**config.mk**
```make
export PLATFORM = sky130hd
export DESIGN_NAME = byte_dac_loader
export DESIGN_NICKNAME = d
export VERILOG_FILES = /design/src/rtl/dacl_pkg.sv /design/src/rtl/dacl_strobe_detect.sv /design/src/rtl/dacl_format_ctl.sv /design/src/rtl/dacl_input_reg.sv /design/src/rtl/dacl_dac_reg.sv /design/src/rtl/byte_dac_loader.sv
export SDC_FILE = /design/constraint.sdc
export NUM_CORES = 1
export LEC_CHECK = 0
export CORE_AREA = 2 2 56 58
export DETAILED_ROUTE_END_ITERATION = 10
export DIE_AREA = 0 0 58 60
export GPL_ROUTABILITY_DRIVEN = 0
export PLACE_DENSITY = 0.75
export REMOVE_ABC_BUFFERS = 1
export SYNTH_ARGS = -nofsm -noshare
export SYNTH_HDL_FRONTEND = slang
export SYNTH_SLANG_ARGS = --single-unit
```
**constraint.sdc**
```tcl
create_clock -name clk -period 1.6 [get_ports clk]
set_input_delay 0.4 -clock clk [delete_from_list [all_inputs] [get_ports clk]]
set_output_delay 0.4 -clock clk [all_outputs]
set_load 0.02 [all_outputs]
```
**src/rtl/dacl_pkg.sv**
```systemverilog
package dacl_pkg;
  typedef enum logic {
    PACK_LEFT  = 1'b0,
    PACK_RIGHT = 1'b1
  } pack_e;
endpackage

```
**src/rtl/dacl_strobe_detect.sv**
```systemverilog
module dacl_strobe_detect (
  input  logic clk,
  input  logic rst_n,
  input  logic wr_n,
  output logic strobe
);
  logic wr_q;

  always_ff @(posedge clk or negedge rst_n) begin
    if (!rst_n) wr_q <= 1'b1;
    else        wr_q <= wr_n;
  end

  // release of the strobe: low last cycle, high now
  assign strobe = wr_n & ~wr_q;

  // one applied access per release
  a_r2_single_pulse: assert property (@(posedge clk) disable iff (!rst_n)
    strobe |=> !strobe);
endmodule

```
**src/rtl/dacl_format_ctl.sv**
```systemverilog
module dacl_format_ctl
  import dacl_pkg::*;
(
  input  logic  clk,
  input  logic  rst_n,
  input  logic  fmt_ovr,
  input  logic  mode_ctl,
  output pack_e pack
);
  always_ff @(posedge clk or negedge rst_n) begin
    if (!rst_n)       pack <= PACK_LEFT;
    else if (fmt_ovr) pack <= mode_ctl ? PACK_RIGHT : PACK_LEFT;
  end

  // packing choice is held while forcing is active
  a_r8_pack_held: assert property (@(posedge clk) disable iff (!rst_n)
    !fmt_ovr |=> $stable(pack));
endmodule

```
**src/rtl/dacl_input_reg.sv**
```systemverilog
module dacl_input_reg
  import dacl_pkg::*;
#(
  parameter int CODE_W = 12,
  parameter int BUS_W  = 8
) (
  input  logic              clk,
  input  logic              rst_n,
  input  logic              strobe,
  input  logic              sel_hi_n,
  input  logic              sel_lo_n,
  input  pack_e             pack,
  input  logic [BUS_W-1:0]  bus_data,
  output logic [CODE_W-1:0] in_code,
  output logic [CODE_W-1:0] in_next
);
  localparam int NIB_W = CODE_W - BUS_W;

  logic [CODE_W-1:0] hi_mask, lo_mask, hi_val, lo_val;

  always_comb begin
    if (pack == PACK_LEFT) begin
      hi_mask = {{BUS_W{1'b1}}, {NIB_W{1'b0}}};
      hi_val  = {bus_data, {NIB_W{1'b0}}};
      lo_val  = {{BUS_W{1'b0}}, bus_data[BUS_W-1 -: NIB_W]};
    end else begin
      hi_mask = {{NIB_W{1'b1}}, {BUS_W{1'b0}}};
      hi_val  = {bus_data[NIB_W-1:0], {BUS_W{1'b0}}};
      lo_val  = {{NIB_W{1'b0}}, bus_data};
    end
    lo_mask = ~hi_mask;
  end

  always_comb begin
    in_next = in_code;
    if (!sel_hi_n) in_next = (in_next & ~hi_mask) | hi_val;
    if (!sel_lo_n) in_next = (in_next & ~lo_mask) | lo_val;
  end

  always_ff @(posedge clk or negedge rst_n) begin
    if (!rst_n)      in_code <= '0;
    else if (strobe) in_code <= in_next;
  end

  // no change without an applied write
  a_r1_input_hold: assert property (@(posedge clk) disable iff (!rst_n)
    !strobe |=> $stable(in_code));
  // a write with no byte selected leaves the holding register alone
  a_r6_input_untouched: assert property (@(posedge clk) disable iff (!rst_n)
    (strobe && sel_hi_n && sel_lo_n) |=> $stable(in_code));
endmodule

```
**src/rtl/dacl_dac_reg.sv**
```systemverilog
module dacl_dac_reg #(
  parameter int CODE_W = 12
) (
  input  logic              clk,
  input  logic              rst_n,
  input  logic              strobe,
  input  logic              sel_hi_n,
  input  logic              sel_lo_n,
  input  logic              load_n,
  input  logic [CODE_W-1:0] in_code,
  input  logic [CODE_W-1:0] in_next,
  output logic [CODE_W-1:0] dac_reg
);
  always_ff @(posedge clk or negedge rst_n) begin
    if (!rst_n)                dac_reg <= '0;
    else if (strobe && !load_n) dac_reg <= in_next;
  end

  // converter register holds without an applied write
  a_r1_dac_hold: assert property (@(posedge clk) disable iff (!rst_n)
    !strobe |=> $stable(dac_reg));
  // byte writes without load do not touch the converter register
  a_r3_no_load_no_change: assert property (@(posedge clk) disable iff (!rst_n)
    (strobe && load_n) |=> $stable(dac_reg));
  // load-only access copies the holding register
  a_r6_copy_input: assert property (@(posedge clk) disable iff (!rst_n)
    (strobe && sel_hi_n && sel_lo_n && !load_n) |=> (dac_reg == $past(in_code)));
endmodule

```
**src/rtl/byte_dac_loader.sv**
```systemverilog
module byte_dac_loader
  import dacl_pkg::*;
#(
  parameter int CODE_W = 12,
  parameter int BUS_W  = 8
) (
  input  logic              clk,
  input  logic              rst_n,
  input  logic              wr_n,
  input  logic              sel_hi_n,
  input  logic              sel_lo_n,
  input  logic              load_n,
  input  logic [BUS_W-1:0]  bus_data,
  input  logic              fmt_ovr,
  input  logic              mode_ctl,
  output logic [CODE_W-1:0] dac_code
);
  logic              strobe;
  pack_e             pack;
  logic [CODE_W-1:0] in_code, in_next, dac_reg;

  dacl_strobe_detect u_strobe (
    .clk(clk), .rst_n(rst_n), .wr_n(wr_n), .strobe(strobe)
  );

  dacl_format_ctl u_fmt (
    .clk(clk), .rst_n(rst_n), .fmt_ovr(fmt_ovr), .mode_ctl(mode_ctl), .pack(pack)
  );

  dacl_input_reg #(.CODE_W(CODE_W), .BUS_W(BUS_W)) u_in (
    .clk(clk), .rst_n(rst_n), .strobe(strobe), .sel_hi_n(sel_hi_n),
    .sel_lo_n(sel_lo_n), .pack(pack), .bus_data(bus_data),
    .in_code(in_code), .in_next(in_next)
  );

  dacl_dac_reg #(.CODE_W(CODE_W)) u_dac (
    .clk(clk), .rst_n(rst_n), .strobe(strobe), .sel_hi_n(sel_hi_n),
    .sel_lo_n(sel_lo_n), .load_n(load_n), .in_code(in_code),
    .in_next(in_next), .dac_reg(dac_reg)
  );

  // forcing mux: register contents are only bypassed, never altered
  always_comb begin
    if (fmt_ovr) dac_code = dac_reg;
    else         dac_code = {CODE_W{mode_ctl}};
  end

  // forced low value
  a_r9_force_zero: assert property (@(posedge clk) disable iff (!rst_n)
    (!fmt_ovr && !mode_ctl) |-> (dac_code == '0));
  // forced high value
  a_r9_force_ones: assert property (@(posedge clk) disable iff (!rst_n)
    (!fmt_ovr && mode_ctl) |-> (dac_code == '1));
  // register shows through when not forcing
  a_r9_passthrough: assert property (@(posedge clk) disable iff (!rst_n)
    fmt_ovr |-> (dac_code == dac_reg));
endmodule

```
Word-level counts from Yosys, hierarchy flattened
Cells that the tools add are included.
{"block": "totals", "reg_bits": 26, "word_cells": 21}
{"block": "classes", "muxes": 7, "bitwise_logic": 8, "n_reduce_logical": 2}
{"cell": "12-bit 2-to-1 mux", "n": 4}
{"cell": "12-bit bitwise AND", "n": 2}
{"cell": "12-bit NOT", "n": 2}
{"cell": "8-bit 2-to-1 mux", "n": 2}
{"cell": "12-bit bitwise OR", "n": 1}
{"cell": "12-bit by 8-bit bitwise OR with 12-bit output", "n": 1}
{"cell": "1-bit bitwise AND", "n": 1}
{"cell": "1-bit logical AND", "n": 1}
{"cell": "1-bit zero test", "n": 1}
{"cell": "1-bit 2-to-1 mux", "n": 1}
{"cell": "1-bit NOT", "n": 1}

Logic depth before layout (Yosys ltp)
{"block": "depth", "ltp_word": 8, "depth_mapped": 5, "ltp_nobuf": 3}

By module
A second synthesis with hierarchy kept.
{"block": "hier_totals", "hier_cells": 130, "area_unflattened_um2": 1624.1}
{"mod": "dacl_input_reg", "instances": 1, "cells_each": 86, "area_each_um2": 848.3}
{"mod": "dacl_dac_reg", "instances": 1, "cells_each": 26, "area_each_um2": 506.7}
{"mod": "byte_dac_loader", "instances": 1, "cells_each": 14, "area_each_um2": 188.9}
{"mod": "dacl_format_ctl", "instances": 1, "cells_each": 2, "area_each_um2": 40.0}
{"mod": "dacl_strobe_detect", "instances": 1, "cells_each": 2, "area_each_um2": 40.0}

Worst setup path after synthesis
OpenSTA, ideal clock, no wires.
{"block": "synth_path", "kind": "input to output", "startpoint": "in fmt_ovr", "endpoint": "out dac_code[10]", "arrival_time_ps": 977, "required_time_ps": 1200, "setup_slack_ps": 223, "path_stages": 3, "path_buffers": 1, "cell_sequence": "nand2b_1 -> clkbuf_1 -> nand2_1"}
{"block": "synth_via", "elab_chain_cells": 1}
{"item": "start, declared", "line_no": "byte_dac_loader.sv:14", "source": "input logic fmt_ovr,"}
{"item": "12-bit 2-to-1 mux", "line_no": "byte_dac_loader.sv:44", "source": "if (fmt_ovr) dac_code = dac_reg;"}
{"item": "end, declared", "line_no": "byte_dac_loader.sv:16", "source": "output logic [CODE_W-1:0] dac_code"}
Every way passes these cells.

Final worst setup path
{"block": "layout_path", "startpoint": "in fmt_ovr", "endpoint": "out dac_code[6]"}
The elaborated chain is that of the path after synthesis.

==> reports/qor.yml <==
outcome: "completed"
skew_ns: 0.005893
drive_gt1_frac: 0.2575
final_common_cell: "nand2_1"
start_kind: "primary input"
ys_types: 16
grt_max_degree: 27
use_met1: 0.2080
worstSkewPairLatency_ns: 0.31
hold_class: "primary input to async pin"
power_mw: 1.667
synth.avg_cell_area_um2: 10.02
port_buffers: 27
netlist_instances: 137
fillers: 254
yosysSeqAreaShare: 0.4749
drt_drc_violations_left: 0
die_h_um: 60
cts_setup_buffers: 0
period_needed_ns: 1.550
setup_violations: 0
max_cap_violations: 0
dieArea_um2: 3480
cp_max_fo: 3
wl_um: 2568
area_growth_pct: 24.70
detail-route-antenna-nets: 0
fmax_mhz: 645.1
track_usage: 0.1729
ys_seq_elements: 26
wl_per_cell_um: 12.84
drt_iter0_drc: 14
max_slew.worst_pin.slew_ns: 0.4672
fp.dieW_um: 58
powerDensity_nw_per_um2: 973.7
coreArea_um2: 2903
grt_use_met2: 0.3149
ctsLongestPathBuffers: 2
netlist_area_um2: 1373
worstPathRequired_ns: 1.20
cts_root_buf: "clkbuf_4"
final_cell_mix: "nand2_1 (48), dfrtp_1 (25), mux2i_1 (15)"
grt-ovfl-total: 0
hold_viol: 0
met3_usage: 0.01948
crit_arrival_ns: 1.15
num_rows: 20
cts_htree_levels: 1
finalMaxSlewViolations: 0
maxSlewHeadroom: 0.6885
clk_pin_slew_ns: 0.14
layout.cells.non_filler: 200
worst_setup_path_end_kind: "output pin"
viasPerCell: 5.165
drt-pass1-iter-count: 2
grt_pass1_wl_um: 4560
placed_cells: 196
nets: 184
finalCritPeriodShare: 0.9688
antenna_found_initial: 0
vdd_drop_max_uv: 534.0
power_leakage_nw: 0.8600
tritoncts: "done"
grt-busiest-layer: "met2"
grt_pass1_vias: 1037
ios: 28
synth-warning-count: 0
multi_input_area_um2: 636.9
seq_area_um2: 651.9
dr_total_vias: 1033
antenna_cells: 0
reg2reg_depth: 3
crit_type: "primary input to output pin"
cts_made_buffers: 3
start_util: 0.4728
dpl.hpwl_um: 1969
cts.sinks: 26
rsz0062_at_grt: "false"
## repair_timing
item                                    CTS  global route
gates resized for setup                  53             0
endpoints found under the setup margin   12             0
hold buffers                              0             0
## cell usage after synthesis
cell type,instances,share of area
buf_6,5,0.041
nand2b_1,2,0.0091
dfstp_2,1,0.019
clkbuf_1,4,0.011
nand2_1,48,0.13
o21ai_1,6,0.022
mux2_4,4,0.044
mux2_2,4,0.033
mux2i_1,15,0.11
o21ai_2,8,0.051
buf_12,1,0.015
o211ai_1,1,0.0055
dfrtp_1,25,0.46
or3b_1,2,0.013
o21ai_0,10,0.036
or3_1,1,0.0046
## power breakdown
part / total [mW] / switching (mW) / internal, mW
clock network: 0.324 / 0.185 / 0.139
registers: 0.861 / 0.0781 / 0.783
logic: 0.481 / 0.251 / 0.230
total: 1.67 / 0.514 / 1.15
## stage by stage
step | worst slack, ns | util | hold slack (ns) | setup TNS (ns) | instance area, µm²
finish | 0.04987 | 0.5897 | 0.4117 | 0 | 1712
global route | 0.001955 | 0.5897 | 0.4171 | 0 | 1712
CTS | 0.04729 | 0.5897 | 0.4154 | 0 | 1712
detailed placement | -0.6225 | 0.5935 | 0.4686 | -8.755 | 1723
global placement | -0.6015 | 0.5935 | 0.4616 | -8.208 | 1723
floorplan | 0.1617 | - | 0.1044 | 0 | 1281
## cell families after synthesis
family | share of synthesized area
AO/OA/AOI/OAI | 0.1149
multiplexers | 0.1860
buffers and inverters | 0.06654
AND/OR/NAND/NOR | 0.1577
flip-flops | 0.4749
## per-layer routing
layer  routed length [µm]  part of all wire
met5                    0                 0
met4                   17            0.0066
met3                   91             0.035
met2                 1359              0.53
met1                 1098              0.43
## area by class of cell
| cell class | count | area share |
|---|---|---|
| multi-input cells | 101 | 0.3721 |
| well taps | 33 | 0.02412 |
| repair buffers | 36 | 0.2018 |
| clock buffers | 4 | 0.02120 |
| flip-flops and latches | 26 | 0.3808 |
## worst max-delay path, cell delays in order
cell and delay [ns]:
dlygate4sd2_1 0.25, nand2b_4 0.15, buf_4 0.14, nand2_1 0.05, buf_2 0.15
## worst paths after layout
path | from | slack (ns) | to
worst max-delay path | fmt_ovr | 0.05 | dac_code[6]
worst min-delay path | rst_n | 0.41 | u_dac.dac_reg[5]
worst max register to register | u_fmt.pack | 0.17 | u_in.in_code[11]
worst min register to register | u_dac.dac_reg[3] | 0.50 | u_dac.dac_reg[3]
max in group asynchronous | rst_n | 0.97 | u_strobe.wr_q
min in group clk | u_dac.dac_reg[3] | 0.50 | u_dac.dac_reg[3]
Power figures use the tool's default switching activity.
